$ cat src/rtl/tw_mem_slave.sv
module tw_mem_slave #(
  parameter int AW = 7,
  parameter int DW = 8
) (
  input  logic          clk,
  input  logic          rst_n,
  input  logic          scl_i,
  input  logic          sda_i,
  output logic          sda_oe_o,
  output logic          wr_valid_o,
  output logic [AW-1:0] wr_addr_o,
  output logic [DW-1:0] wr_data_o,
  output logic          wr_commit_o,
  input  logic          busy_i,
  input  logic          prog_we_i,
  input  logic [AW-1:0] prog_addr_i,
  input  logic [DW-1:0] prog_data_i
);
  localparam int DEPTH = 1 << AW;
  localparam int CW = $clog2(DW + 1);
  localparam logic [CW-1:0] LAST = CW'(DW - 1);
  localparam logic [CW-1:0] FULL = CW'(DW);

  typedef enum logic [2:0] {
    S_IDLE, S_ADDR, S_AACK, S_WDAT, S_WACK, S_RDAT, S_RACK, S_WAIT
  } st_t;

  logic [DW-1:0] mem [DEPTH];
  logic [2:0] scl_sy, sda_sy;
  st_t st;
  logic [CW-1:0] cnt;
  logic [DW-1:0] sh;
  logic [AW-1:0] ptr;
  logic rw_q, ninth, acked, wr_any;

  always_ff @(posedge clk) begin
    if (prog_we_i) mem[prog_addr_i] <= prog_data_i;
  end

  always_ff @(posedge clk or negedge rst_n) begin
    if (!rst_n) begin
      scl_sy <= '1;
      sda_sy <= '1;
    end else begin
      scl_sy <= {scl_sy[1:0], scl_i};
      sda_sy <= {sda_sy[1:0], sda_i};
    end
  end

  wire scl_now = scl_sy[1];
  wire scl_prv = scl_sy[2];
  wire sda_now = sda_sy[1];
  wire sda_prv = sda_sy[2];
  wire scl_rise = scl_now & ~scl_prv;
  wire scl_fall = ~scl_now & scl_prv;
  wire start_det = scl_now & scl_prv & sda_prv & ~sda_now;
  wire stop_det = scl_now & scl_prv & ~sda_prv & sda_now;

  wire [DW-1:0] rx_byte = {sh[DW-2:0], sda_now};
  wire [AW-1:0] ptr_nx = ptr + 1'b1;
  wire [DW-1:0] rd_cur = mem[ptr];
  wire [DW-1:0] rd_nxt = mem[ptr_nx];

  always_ff @(posedge clk or negedge rst_n) begin
    if (!rst_n) begin
      st <= S_IDLE;
      cnt <= '0;
      sh <= '0;
      ptr <= '0;
      rw_q <= 1'b0;
      ninth <= 1'b0;
      acked <= 1'b0;
      wr_any <= 1'b0;
      sda_oe_o <= 1'b0;
      wr_valid_o <= 1'b0;
      wr_addr_o <= '0;
      wr_data_o <= '0;
      wr_commit_o <= 1'b0;
    end else begin
      wr_valid_o <= 1'b0;
      wr_commit_o <= 1'b0;
      if (stop_det) begin
        st <= S_IDLE;
        sda_oe_o <= 1'b0;
        wr_commit_o <= wr_any;
        wr_any <= 1'b0;
      end else if (start_det) begin
        st <= S_ADDR;
        cnt <= '0;
        sda_oe_o <= 1'b0;
      end else begin
        unique case (st)
          S_ADDR: if (scl_rise) begin
            sh <= rx_byte;
            cnt <= cnt + 1'b1;
            if (cnt == LAST) begin
              ptr <= rx_byte[AW:1];
              rw_q <= rx_byte[0];
              ninth <= 1'b0;
              cnt <= '0;
              st <= S_AACK;
            end
          end
          S_AACK: begin
            if (scl_rise) ninth <= 1'b1;
            if (scl_fall && !ninth) begin
              sda_oe_o <= ~busy_i;
              acked <= ~busy_i;
            end else if (scl_fall) begin
              cnt <= '0;
              if (!acked) begin
                sda_oe_o <= 1'b0;
                st <= S_WAIT;
              end else if (!rw_q) begin
                sda_oe_o <= 1'b0;
                st <= S_WDAT;
              end else begin
                sda_oe_o <= ~rd_cur[DW-1];
                sh <= rd_cur << 1;
                st <= S_RDAT;
              end
            end
          end
          S_WDAT: if (scl_rise) begin
            sh <= rx_byte;
            cnt <= cnt + 1'b1;
            if (cnt == LAST) begin
              wr_valid_o <= 1'b1;
              wr_addr_o <= ptr;
              wr_data_o <= rx_byte;
              wr_any <= 1'b1;
              ptr <= ptr_nx;
              ninth <= 1'b0;
              cnt <= '0;
              st <= S_WACK;
            end
          end
          S_WACK: begin
            if (scl_rise) ninth <= 1'b1;
            if (scl_fall && !ninth) begin
              sda_oe_o <= 1'b1;
            end else if (scl_fall) begin
              sda_oe_o <= 1'b0;
              st <= S_WDAT;
            end
          end
          S_RDAT: begin
            if (scl_rise) cnt <= cnt + 1'b1;
            if (scl_fall) begin
              if (cnt == FULL) begin
                sda_oe_o <= 1'b0;
                ninth <= 1'b0;
                st <= S_RACK;
              end else begin
                sda_oe_o <= ~sh[DW-1];
                sh <= sh << 1;
              end
            end
          end
          S_RACK: begin
            if (scl_rise) begin
              ninth <= 1'b1;
              acked <= ~sda_now;
            end
            if (scl_fall && ninth) begin
              cnt <= '0;
              if (acked) begin
                ptr <= ptr_nx;
                sda_oe_o <= ~rd_nxt[DW-1];
                sh <= rd_nxt << 1;
                st <= S_RDAT;
              end else begin
                st <= S_WAIT;
              end
            end
          end
          default: ;
        endcase
      end
    end
  end

  p_oe_edge_r9: assert property (@(posedge clk) disable iff (!rst_n)
    (!$past(scl_fall) && !$past(start_det) && !$past(stop_det)) |-> $stable(sda_oe_o));
  p_idle_quiet_r2: assert property (@(posedge clk) disable iff (!rst_n)
    (st == S_IDLE) |-> !sda_oe_o);
  p_wait_quiet_r7: assert property (@(posedge clk) disable iff (!rst_n)
    (st == S_WAIT) |-> !sda_oe_o);
  p_busy_nack_r8: assert property (@(posedge clk) disable iff (!rst_n)
    (st == S_AACK && !ninth && scl_fall && busy_i && !start_det && !stop_det) |=> !sda_oe_o);
  p_wr_pulse_r4: assert property (@(posedge clk) disable iff (!rst_n)
    wr_valid_o |=> !wr_valid_o);
  p_commit_stop_r5: assert property (@(posedge clk) disable iff (!rst_n)
    wr_commit_o |-> $past(stop_det));
  p_stop_nowr_r11: assert property (@(posedge clk) disable iff (!rst_n)
    stop_det |=> !wr_valid_o);
endmodule

$ cat config.mk
export PLATFORM = sky130hd
export DESIGN_NAME = tw_mem_slave
export DESIGN_NICKNAME = d
export VERILOG_FILES = /design/src/rtl/tw_mem_slave.sv
export SDC_FILE = /design/constraint.sdc
export NUM_CORES = 2
export LEC_CHECK = 0
export BUFFER_PORTS_ARGS = -buffer_cell sky130_fd_sc_hd__buf_4
export CORE_UTILIZATION = 32
export CTS_CLUSTER_SIZE = 10
export DETAILED_ROUTE_END_ITERATION = 10
export HOLD_SLACK_MARGIN = 0.15
export PLACE_DENSITY = 0.42
export SKIP_LAST_GASP = 1
export SLEW_MARGIN = 20
export SYNTH_ARGS = -nofsm -noshare
export SYNTH_HDL_FRONTEND = slang
export SYNTH_SLANG_ARGS = --single-unit
$ cat constraint.sdc
create_clock -name clk -period 4.4 [get_ports clk]
set_clock_uncertainty 0.05 [all_clocks]
set_input_delay 0.44 -clock clk [delete_from_list [all_inputs] [get_ports clk]]
set_output_delay 0.44 -clock clk [all_outputs]
set_load 0.1 [all_outputs]
# --- Yosys cells after proc, flatten, opt, wreduce, memory -nomap -nowiden ---
# Memory sizes are Yosys's and may differ from the RTL's.
# Cells that the tools add are included.
word_totals:
  reg_bits: 50
  mem_bits_rw: 1024
  input_bits: 21
  out_inout_bits: 18
  mem_count: 1
mem_list:
  columns: ["name", "words", "word_bits", "rd", "rd_ports_with_merged_regs", "wr", "line_no", "rtl"]
  rows:
  - ["mem", 128, 8, 2, 0, 1, "28", "logic [DW-1:0] mem [DEPTH];"]
classes:
  addsub: 2
  eq_ne: 46
  muxes: 77
  bitwise_logic: 17
  n_reduce_logical: 25
op_table:
  columns: ["op", "count"]
  rows:
  - ["$mux 8", 9]
  - ["$ne 4x4->1 const B", 12]
  - ["$mux 3", 15]
  - ["$mux 7", 6]
  - ["$mux 1", 32]
  - ["$pmux 8 s4", 1]
  - ["$ne 2x2->1 const B", 15]
  - ["$mux 4", 7]
  - ["$reduce_and 12->1", 2]
  - ["$pmux 7 s3", 1]
  - ["$pmux 3 s6", 1]
  - ["$pmux 4 s4", 1]
  - ["$reduce_and 5->1", 3]
  - ["$ne 3x3->1 const B", 4]
  - ["$ne 5x5->1 const B", 2]
  - ["$not 1->1", 10]
  - ["$eq 3x3->1 const B", 3]
  - ["$reduce_and 9->1", 1]
  - ["$ne 2x1->1 const B", 4]
  - ["$reduce_and 8->1", 1]
  - ["$reduce_bool 2->1", 4]
  - ["$reduce_bool 8->1", 1]
  - ["$add 7x1->7 const B", 1]
  - ["$and 1x1->1", 7]
  - ["other kinds (21)", 24]

# --- Longest topological paths before layout ---
# An unclocked memory read counts as a cell.
depth:
  word_depth: 9
  mapped_depth: 12

# --- Worst setup path before layout ---
# Ideal clock, no wire load.
synth_path:
  path_kind: "reg2reg"
  from: "register ptr[0]"
  to: "register sh[4]"
  setup_ps: 126
  t_arrival_ps: 2732
  t_required_ps: 4224
  path_slack_ps: 1492
  path_stages_with_launch: 11
  path_buffers: 4
  cell_sequence: "dfrtp_1 -> ha_1 -> buf_2 -> buf_6 -> buf_2 -> buf_2 -> mux4_2 -> a22oi_1 -> nand3_1 -> and4b_1 -> o32a_1"
synth_between:
  elab_chain_len: 6
  word_cells_on_any_way: 9
  classes_between: "add/sub: 1; mux: 7; memory: 1"
synth_rtl:
  columns: ["element", "line_no", "rtl"]
  rows:
  - ["start, declared", "33", "logic [AW-1:0] ptr;"]
  - ["start signal, assigned", "97", "ptr <= rx_byte[AW:1];"]
  - ["start signal, assigned", "132", "ptr <= ptr_nx;"]
  - ["start signal, assigned", "168", "ptr <= ptr_nx;"]
  - ["$mem_v2 128x8 *", null, null]
  - ["$mux 8", "114", "end else if (!rw_q) begin"]
  - ["$mux 8", "111", "if (!acked) begin"]
  - ["$mux 8", "109", "end else if (scl_fall) begin"]
  - ["$mux 8", "106", "if (scl_fall && !ninth) begin"]
  - ["$pmux 8 s4 *", "92", "unique case (st)"]
  - ["end signal, assigned", "94", "sh <= rx_byte;"]
  - ["end signal, assigned", "119", "sh <= rd_cur << 1;"]
  - ["end signal, assigned", "125", "sh <= rx_byte;"]
  - ["end, declared", "32", "logic [DW-1:0] sh;"]
# Every way passes the cells marked *; elsewhere a longest branch is shown, timed or not. The select of a mux whose other input is x is not followed.
# A chain may end at the register's enable or synchronous reset.

# --- Final worst setup path ---
layout_path:
  from: "register ptr[1]"
  to: "register sh[6]"
# The elaborated chain is that of the path after synthesis.

==> metrics.md <==
| Metric | Value |
|---|---|
| DP Cell Count | `4826` |
| CTS max path bufs | `3` |
| Leak pwr | `17.1 nW` |
| Initial antenna violation count | `12` |
| CTS H-tree depth | `4` |
| Worst Max-Slew Pin Slew | `between 1000 and 1500 ps` |
| Area delta synth->final | `15.1%` |
| Initial Util | `32.4%` |
| CP Capture Type | `flop` |
| Critical path's largest stage delay | `roughly 650 ps` |
| Period minus WS final | `slightly below 4000 ps` |
| Largest net degree at the start of global routing | `between 90 and 100` |
| Initial drt markers | `roughly 2.9k` |
| Final hold violations | `0` |
| Max Freq | `roughly 250 MHz` |
| Ports | `39` |
| Critical path arrival | `around 4600 ps` |
| Mapped Cells | `roughly 2.8k` |
| Die Width | `a little under 400 um` |
| Post-CTS Setup Bufs | `0` |
| Unrepaired setup endpoints after global routing | `no` |
| Max_cap viols | `0` |
| Post-synth top flop | `edfxtp_1` |
| Critical path class | `flop to flop` |
| Worst EP required | `between 5000 and 6000 ps` |
| Number of synthesis warnings | `0` |
| Post-synth EDFFs | `roughly 1k` |
| Post-route insts no fill | `5036` |
| Post-synthesis async set-or-reset flop share | `4.66%` |
| Worst Hold Class | `input pin to flop` |
| Clock Sinks | `1074` |
| Max IR drop VDD | `~300 uV` |
| Syn_nets | `2780` |
| #FFs+latches synth | `1074` |
| Netlist cell types | `65` |
| Global-route wire length before repair | `around 240000 um` |
| CP Buf/Inv Count | `2` |
| Final GP Congestion | `0.913` |
| Status | `finished clean` |
| Worst skew pair latency | `between 700 and 800 ps` |
| Post-synthesis sequential area ratio | `approximately 64%` |
| Reg2reg setup slack | `~450 ps` |
| Die area | `around 160000 um2` |
| DRC errors left | `0` |
| Vias in the first global route | `30.5k` |
| Nature of the critical path startpoint | `flop` |
| Via count | `29.4k` |
| Syn_area_per_cell | `18.2 um2` |
| Final nets | `a little under 3k` |
| Synth Cell Area | `roughly 50000 um2` |
| Total GRT Usage | `a little over a fifth` |
| Routed Antenna Nets | `0` |
| Largest delay share family, worst path | `compound AO/OA/AOI/OAI gates` |
| Clk root buf | `clkbuf_16` |
| Total Routed Length | `roughly 170000 um` |
| Hpwl dp | `around 120000 um` |
| Gr ovfl total | `0` |
| Tcrit/Tclk final | `approximately 90%` |
| First-pass DRT Iterations | `5` |
| CTS tree | `done` |
| CTS buffer count | `approximately 130` |
| Reg clk slew, reported paths | `~60 ps` |
| Worst path slowest cell | `a32o_4` |
| Power per cell area | `roughly 390 nW/um2` |
| Max_slew headroom | `23.3%` |
| Fin. max-slew vios | `0` |
| # rows | `144` |
| Die height | `398 um` |
| Critical path, cell by cell | `buf_4 > and2_1 > o21ai_0 > a32o_4 > buf_4 > a22oi_1 > a31oi_1 > nand4_1 > a31oi_1` |
| IO Port Bufs | `38` |
| Drt wl/cell | `approximately 34 um` |
| Final setup viols | `0` |
| Share of cells above drive strength 1 | `approximately 31%` |
| Area of the core | `around 150000 um2` |
| Vias/cell | `between 5 and 6` |
| Post-route setup TNS | `0 ps` |
| Crit Path Max Fanout | `31` |
-- placed cells by master, fill, tap and decap left out, types with 9 or more instances in the layout --
cell type	instances
a21oi_1	56
buf_4	209
mux2_2	12
nand4_1	22
a211oi_1	14
clkbuf_16	136
mux4_2	475
buf_12	24
nor3_1	18
a221o_1	9
nand2_1	131
clkbuf_1	34
a31oi_1	9
nor2b_1	10
edfxtp_1	1024
mux2i_1	122
inv_1	12
nand3_1	56
a221oi_1	10
o22ai_1	9
nor2_1	153
dfrtp_1	40
clkinv_1	17
nand2b_1	13
o21ai_0	51
a22oi_1	180
-- per-layer routing --
metal,vias up,GRT usage [%],share of wire [%]
li1,12000,-,-
met1,16000,29.8,42
met2,1143,35.1,48
met3,225,4.60,7.0
met4,6,7.20,3.2
met5,-,0,0.013
-- cells in the mapped netlist, types with 4 or more instances --
| cell | count | area share [%] |
|---|---|---|
| edfxtp_1 | 1024 | 61 |
| mux4_2 | 475 | 21 |
| a22oi_1 | 180 | 2.7 |
| nor2_1 | 155 | 1.2 |
| nand2_1 | 131 | 0.98 |
| mux2i_1 | 122 | 2.4 |
| clkbuf_1 | 80 | 0.60 |
| buf_2 | 76 | 0.76 |
| a21oi_1 | 57 | 0.57 |
| nand3_1 | 56 | 0.56 |
| o21ai_0 | 51 | 0.51 |
| dfrtp_1 | 44 | 2.2 |
| buf_4 | 26 | 0.39 |
| nand4_1 | 22 | 0.27 |
| nor3_1 | 21 | 0.21 |
| buf_1 | 15 | 0.11 |
| a211oi_1 | 14 | 0.21 |
| nand2b_1 | 13 | 0.16 |
| nor2b_1 | 13 | 0.16 |
| inv_1 | 12 | 0.090 |
| mux2_2 | 12 | 0.27 |
| a221oi_1 | 10 | 0.17 |
| a221o_1 | 9 | 0.18 |
| a31oi_1 | 9 | 0.11 |
| o22ai_1 | 9 | 0.11 |
| buf_6 | 8 | 0.18 |
| xnor2_1 | 8 | 0.14 |
| and4_1 | 7 | 0.12 |
| o2111ai_1 | 7 | 0.12 |
| a31o_2 | 6 | 0.10 |
| dfstp_2 | 6 | 0.31 |
| and2_1 | 5 | 0.062 |
| and4b_1 | 5 | 0.10 |
| o31ai_1 | 5 | 0.075 |
| o32a_1 | 5 | 0.10 |
| a2111oi_0 | 4 | 0.070 |
| a22o_1 | 4 | 0.070 |
| nor4_1 | 4 | 0.050 |
| o211ai_1 | 4 | 0.060 |
| or3_1 | 4 | 0.050 |
-- what timing repair did --
item                      4_1_cts  5_1_grt
resized for setup               0        0
hold endpoints to repair       93        0
hold buffers                    5        0
-- worst paths after layout --
kind                                      from                       end  depth (start not counted)
max reg2reg                 ptr[1]$_DFFE_PN0P_         sh[6]$_DFFE_PN0P_                          9
max                         ptr[1]$_DFFE_PN0P_         sh[6]$_DFFE_PN0P_                          9
min                             prog_data_i[0]       mem[6][0]$_DFFE_PP_                          1
min in group asynchronous                rst_n  wr_addr_o[1]$_DFFE_PN0P_                          2
max in group asynchronous                rst_n        ptr[1]$_DFFE_PN0P_                          2
min reg2reg                scl_sy[0]$_DFF_PN1_       scl_sy[1]$_DFF_PN1_                          0
-- cell families (layout without fill, tap and decap cells) --
logic type,after synthesis,count (layout),synth area share (%)
mux,609,609,24.1
flops,1074,1074,63.9
fa+ha+maj,3,3,0.0750
simple gates,450,450,4.11
compound gates,389,389,5.46
xor+xnor,11,11,0.192
buf+inv,220,455,2.16
other cells,0,1,0
-- area by class of cell --
cell class                      instances  area, um2
Fill cell                           14200      97100
Sequential cell                      1074      32000
Multi-Input combinational cell       1462      17100
Clock buffer                          172       3560
Tap cell                             2044       2560
Timing Repair Buffer                  238       2100
Clock inverter                         32        246
Inverter                               13       48.8
Antenna cell                            1       2.50
-- sequential cells by signal, summed over array words and instances (netlist names) --
signal       flops
ninth            1
wr_any           1
wr_valid_o       1
sda_oe_o         1
wr_addr_o        7
st               3
rw_q             1
wr_commit_o      1
wr_data_o        8
ptr              7
sh               8
sda_sy           3
acked            1
mem           1024
scl_sy           3
cnt              4
-- stage by stage --
stage	worst slack (ps)	hold slack (ps)	util, %	instance area (um2)	total power [W]
after global routing	352	182	37.2	57600	0.0230
final	450	182	37.2	57600	0.0224
after floorplan	1490	94.4	-	50100	0.0121
after CTS	468	155	37.2	57600	0.0226
after detailed placement	480	297	34.7	53800	0.0127
after global placement	425	298	34.7	53800	0.0126
-- power by group --
part | internal, W | switching (W)
registers | 0.0113 | 0.000176
logic | 0.000312 | 0.000677
clock network | 0.00570 | 0.00423
Note: power is estimated with default switching activity, not from simulation.
